**config.mk**
```make
export PLATFORM = sky130hd
export DESIGN_NAME = hk_cmd_dispatch
export DESIGN_NICKNAME = d
export VERILOG_FILES = /design/src/rtl/hk_cmd_dispatch.sv
export SDC_FILE = /design/constraint.sdc
export NUM_CORES = 1
export LEC_CHECK = 0
export BUFFER_PORTS_ARGS = -buffer_cell sky130_fd_sc_hd__buf_4
export CAP_MARGIN = 20
export CORE_MARGIN = 4
export CORE_UTILIZATION = 41
export CTS_CLUSTER_SIZE = 24
export DETAILED_ROUTE_END_ITERATION = 10
export GPL_TIMING_DRIVEN = 0
export PLACE_DENSITY = 0.75
export SLEW_MARGIN = 0
export SYNTH_ARGS = -nofsm -noshare
export SYNTH_HDL_FRONTEND = slang
export SYNTH_SLANG_ARGS = --single-unit
```
**constraint.sdc**
```tcl
create_clock -name clk -period 1.9 [get_ports clk]
set_input_delay 0.19 -clock clk [delete_from_list [all_inputs] [get_ports clk]]
set_output_delay 0.19 -clock clk [all_outputs]
set_load 0.02 [all_outputs]
```
**src/rtl/hk_cmd_dispatch.sv**
```systemverilog
module hk_cmd_dispatch #(
  parameter int CNT_W  = 8,
  parameter int DATA_W = 16,
  parameter int N_RTN  = 5
) (
  input  logic              clk,
  input  logic              rst_n,
  input  logic              wr_en,
  input  logic [2:0]        wr_addr,
  input  logic [DATA_W-1:0] wr_data,
  input  logic              busy_hi_pri,
  input  logic              rtn_done,
  output logic [N_RTN-1:0]  rtn_start,
  output logic              proc_rdy,
  output logic [CNT_W-1:0]  ts_count,
  output logic [CNT_W-1:0]  pr_count
);
  localparam int PURGE = N_RTN - 1;

  typedef enum logic [1:0] {IDLE, RUN, SETTLE} state_t;
  state_t st;

  logic accept;
  logic unused_data;

  assign unused_data = ^wr_data;
  assign proc_rdy    = (st == IDLE) && !busy_hi_pri;
  assign accept      = wr_en && proc_rdy;

  always_ff @(posedge clk) begin
    if (!rst_n) begin
      st        <= IDLE;
      rtn_start <= '0;
      ts_count  <= '0;
      pr_count  <= '0;
    end else begin
      rtn_start <= '0;
      case (st)
        IDLE: if (accept) begin
          case (wr_addr)
            3'd0, 3'd1, 3'd2, 3'd3: begin
              rtn_start[wr_addr[1:0]] <= 1'b1;
              st <= RUN;
            end
            3'd4: begin
              ts_count <= ts_count + 1'b1;
              st <= SETTLE;
            end
            3'd5: begin
              pr_count <= pr_count + 1'b1;
              rtn_start[PURGE] <= 1'b1;
              st <= RUN;
            end
            3'd6: begin
              ts_count <= ts_count + 1'b1;
              pr_count <= pr_count + 1'b1;
              rtn_start[PURGE] <= 1'b1;
              st <= RUN;
            end
            default: ;
          endcase
        end
        RUN:     if (rtn_done) st <= IDLE;
        SETTLE:  st <= IDLE;
        default: st <= IDLE;
      endcase
    end
  end
endmodule

```
==> impl_metrics.csv <==
group,metric,value,unit
floorplan,core_area,2450,µm²
pwr,switching_power,197,µW
floorplan,die_h,58.7,µm
drt,drt-total-wl,2.25,mm
global_route,grt_overflow,0,
finish,finalNetCount,173,
floorplan,die_area,3440,µm²
global_route,grtUsageTotal,0.143,
critical_path,cp-endpoint,"pr_count[6]",
pwr,p_total,801,µW
logic_synthesis,seq_area_frac_synth,0.438,
cts,root_buffer,"clkbuf_4",
sta,fin_worst_skew,0.0101,ns
run_status,outcome,"finished clean",
logic_synthesis,syn-num-nets,138,
place,place.gp.congestion,0.753,
sta,setup_tns,0,ns
drt,drt-pass1-iter-count,4,
sta,period_share,0.945,
critical_path,startpoint_type,"flop",
global_route,grt_pass1_vias,874,
drt,via_count,902,
finish,diodes,0,
logic_synthesis,synth_area,1050,µm²
sta,rsz0062_at_grt,"false",
cts,clk_pin_slew,0.13,ns
pwr,p_int,604,µW
critical_path,crit_fanout,9,
critical_path,path_buf_inv,1,
floorplan,io-pin-count,46,
critical_path,crit_cells,5,
critical_path,required,2.12,ns
drt,avgRoutedWirePerCell,12.8,µm
pwr,power.share.combinational,0.109,
logic_synthesis,yosys_warnings,0,
drt,first_iter_violations,20,
critical_path,cp_slowest_stage_delay,0.55,ns
critical_path,path_cells,"or4b_4, buf_6, nor4_1, xor2_1, and2_1",
finish,drive_gt1_frac,0.281,
critical_path,r2r_end,"pr_count[6]",
pwr,ir_worst_vdd,0.000298,V
pwr,switching_share,0.246,
flow_run,drv_cap,0,
cts,cts_tree,"built",
logic_synthesis,synth_area_leaders,"dfxtp_1 44%, and2_1 7.7%, xnor2_1 7.5%, nand4_1 4.8%, nand2_1 3.9%",
sta,setup_viol,0,
sta,slew_headroom,0.599,
floorplan,initial_core_util,0.429,
global_route,antenna_found_initial,0,
floorplan,num_rows,18,
pwr,p_leak,0.000563,µW
sta,fmax,557,MHz
global_route,grt_max_degree,14,
logic_synthesis,synth_top_area_frac,0.438,
drt,drc,0,
pwr,sequentialPowerShare,0.615,
logic_synthesis,syn_area_per_cell,9.40,µm²
critical_path,reg2reg_from,"st[1]",
cts,cts-htree-levels,1,
cts,numCtsBuffers,3,
hold_path,hp-class,"primary input to flop",
critical_path,critPathKind,"flop to flop",
cts,ctsLongestPathBuffers,2,
sta,hold_ws,0.0945,ns
finish,area_growth,28.8,%
critical_path,crit_path_start,"st[1]",
cts,cts.sinks,23,
place,hpwl,1.66,mm
critical_path,r2r.worst_path.cells,5,
cts,insertion_delay,0.30,ns
floorplan,die_w,58.7,µm
sta,tightest_slew,0.598,ns
critical_path,r2r_setup_slack,0.10,ns
logic_synthesis,yosys.area.top_type,"dfxtp_1",
drt,ant_nets,0,
pwr,clock_power_share,0.276,
logic_synthesis,synth-seq-cells,23,
drt,via_per_inst,5.13,
sta,hold_viol,0,
sta,post-route-min-period,1.80,ns
place,io_buffers,29,
logic_synthesis,syn-instance-count,112,
global_route,grt_pass1_wl,3.82,mm
pwr,power_density,591,nW/µm²
critical_path,slowest_stage,"or4b_4",
critical_path,worstPathArrival,2.01,ns
critical_path,critPathTopFamily,"simple AND/OR/NAND/NOR gates",
critical_path,cp-end-kind,"flop",
sta,slew_violations,0,
logic_synthesis,synth.distinct_cells,30,
[cells in the mapped netlist]
| cell | instances |
|---|---|
| nor3b_1 | 1 |
| a21boi_0 | 1 |
| clkbuf_8 | 1 |
| and2_1 | 13 |
| buf_6 | 1 |
| xor2_1 | 4 |
| dfxtp_1 | 23 |
| nand2_1 | 11 |
| o21ai_0 | 3 |
| or4b_4 | 1 |
| a21boi_1 | 1 |
| or4_1 | 1 |
| nand3b_1 | 2 |
| nor2_1 | 4 |
| nor3_1 | 2 |
| nand2_2 | 1 |
| nand4_1 | 8 |
| ha_1 | 2 |
| nand3_1 | 4 |
| o31ai_1 | 1 |
| a21oi_1 | 2 |
| clkbuf_1 | 3 |
| nor4b_4 | 1 |
| xnor2_1 | 9 |
| nor2b_1 | 1 |
| and4_1 | 2 |
| and3_1 | 1 |
| inv_1 | 1 |
| nor4_1 | 6 |
| nand2b_1 | 1 |
[logic make-up after synthesis]
group	after synthesis	share of synthesized area
xor+xnor	13	0.108
compound gates	8	0.0452
flops	23	0.438
fa+ha+maj	2	0.0238
simple gates	60	0.347
buf+inv	6	0.0380
[final cells by class]
cell class / count / area, µm²
Clock inverter: 1 / 5.00
Clock buffer: 3 / 22.5
Tap cell: 30 / 37.5
Inverter: 1 / 3.75
Fill cell: 236 / 1100
Buffer: 5 / 36.3
Sequential cell: 23 / 460
Timing Repair Buffer: 30 / 225
Multi-Input combinational cell: 83 / 564
[power by group through the flow]
stage               logic, µW  registers (µW)  clock network, µW
floorplan                45.2             506                  0
global placement         81.2             502                  0
detailed placement       83.0             503                  0
CTS                      83.7             492                232
global route             95.4             493                268
finish                   87.1             492                221
[through the flow]
step	worst slack (ns)	utilization	cell area, µm²	cells
final	0.104	0.552	1360	176
after global routing	0.0147	0.552	1360	176
after CTS	0.0334	0.544	1340	175
after detailed placement	0.0732	0.533	1310	171
after global placement	0.0881	0.533	1310	171
after floorplan	0.227	-	1050	112
[worst min path at each step]
| stage | to | startpoint | cells after the start |
|---|---|---|---|
| floorplan | rtn_start[2] | wr_addr[0] | 1 |
| CTS | rtn_start[2] | wr_addr[0] | 2 |
| detailed placement | rtn_start[0] | wr_addr[0] | 2 |
| global placement | rtn_start[2] | wr_addr[0] | 2 |
| global route | rtn_start[0] | wr_addr[0] | 2 |
| finish | rtn_start[2] | wr_addr[0] | 2 |
[what timing repair did]
action                     4_1_cts  5_1_grt
setup endpoints to repair        0        3
setup buffers                    0        1
hold buffers                     0        0
resized for setup                0        2
[sequential cells by signal, indices dropped and copies added, names as in the netlist]
| name | cells |
|---|---|
| rtn_start | 5 |
| ts_count | 8 |
| pr_count | 8 |
| st | 2 |
[layout by cell type (no fill, tap or decap), types with 3 or more instances in the layout]
| cell type | instances |
|---|---|
| dfxtp_1 | 23 |
| nor4_1 | 4 |
| nand4_1 | 8 |
| buf_4 | 30 |
| and2_1 | 13 |
| nand3_1 | 4 |
| nand2_1 | 11 |
| xor2_1 | 4 |
| clkbuf_4 | 3 |
| clkbuf_1 | 3 |
| nor2_1 | 4 |
| xnor2_1 | 9 |
| o21ai_0 | 3 |
[per-layer routing]
layer,GRT usage,part of all wire
met1,0.186,0.45
met2,0.239,0.47
met3,0.0263,0.074
met4,0.0485,0.0058
met5,0,0
(Power assumes the default switching activity.)
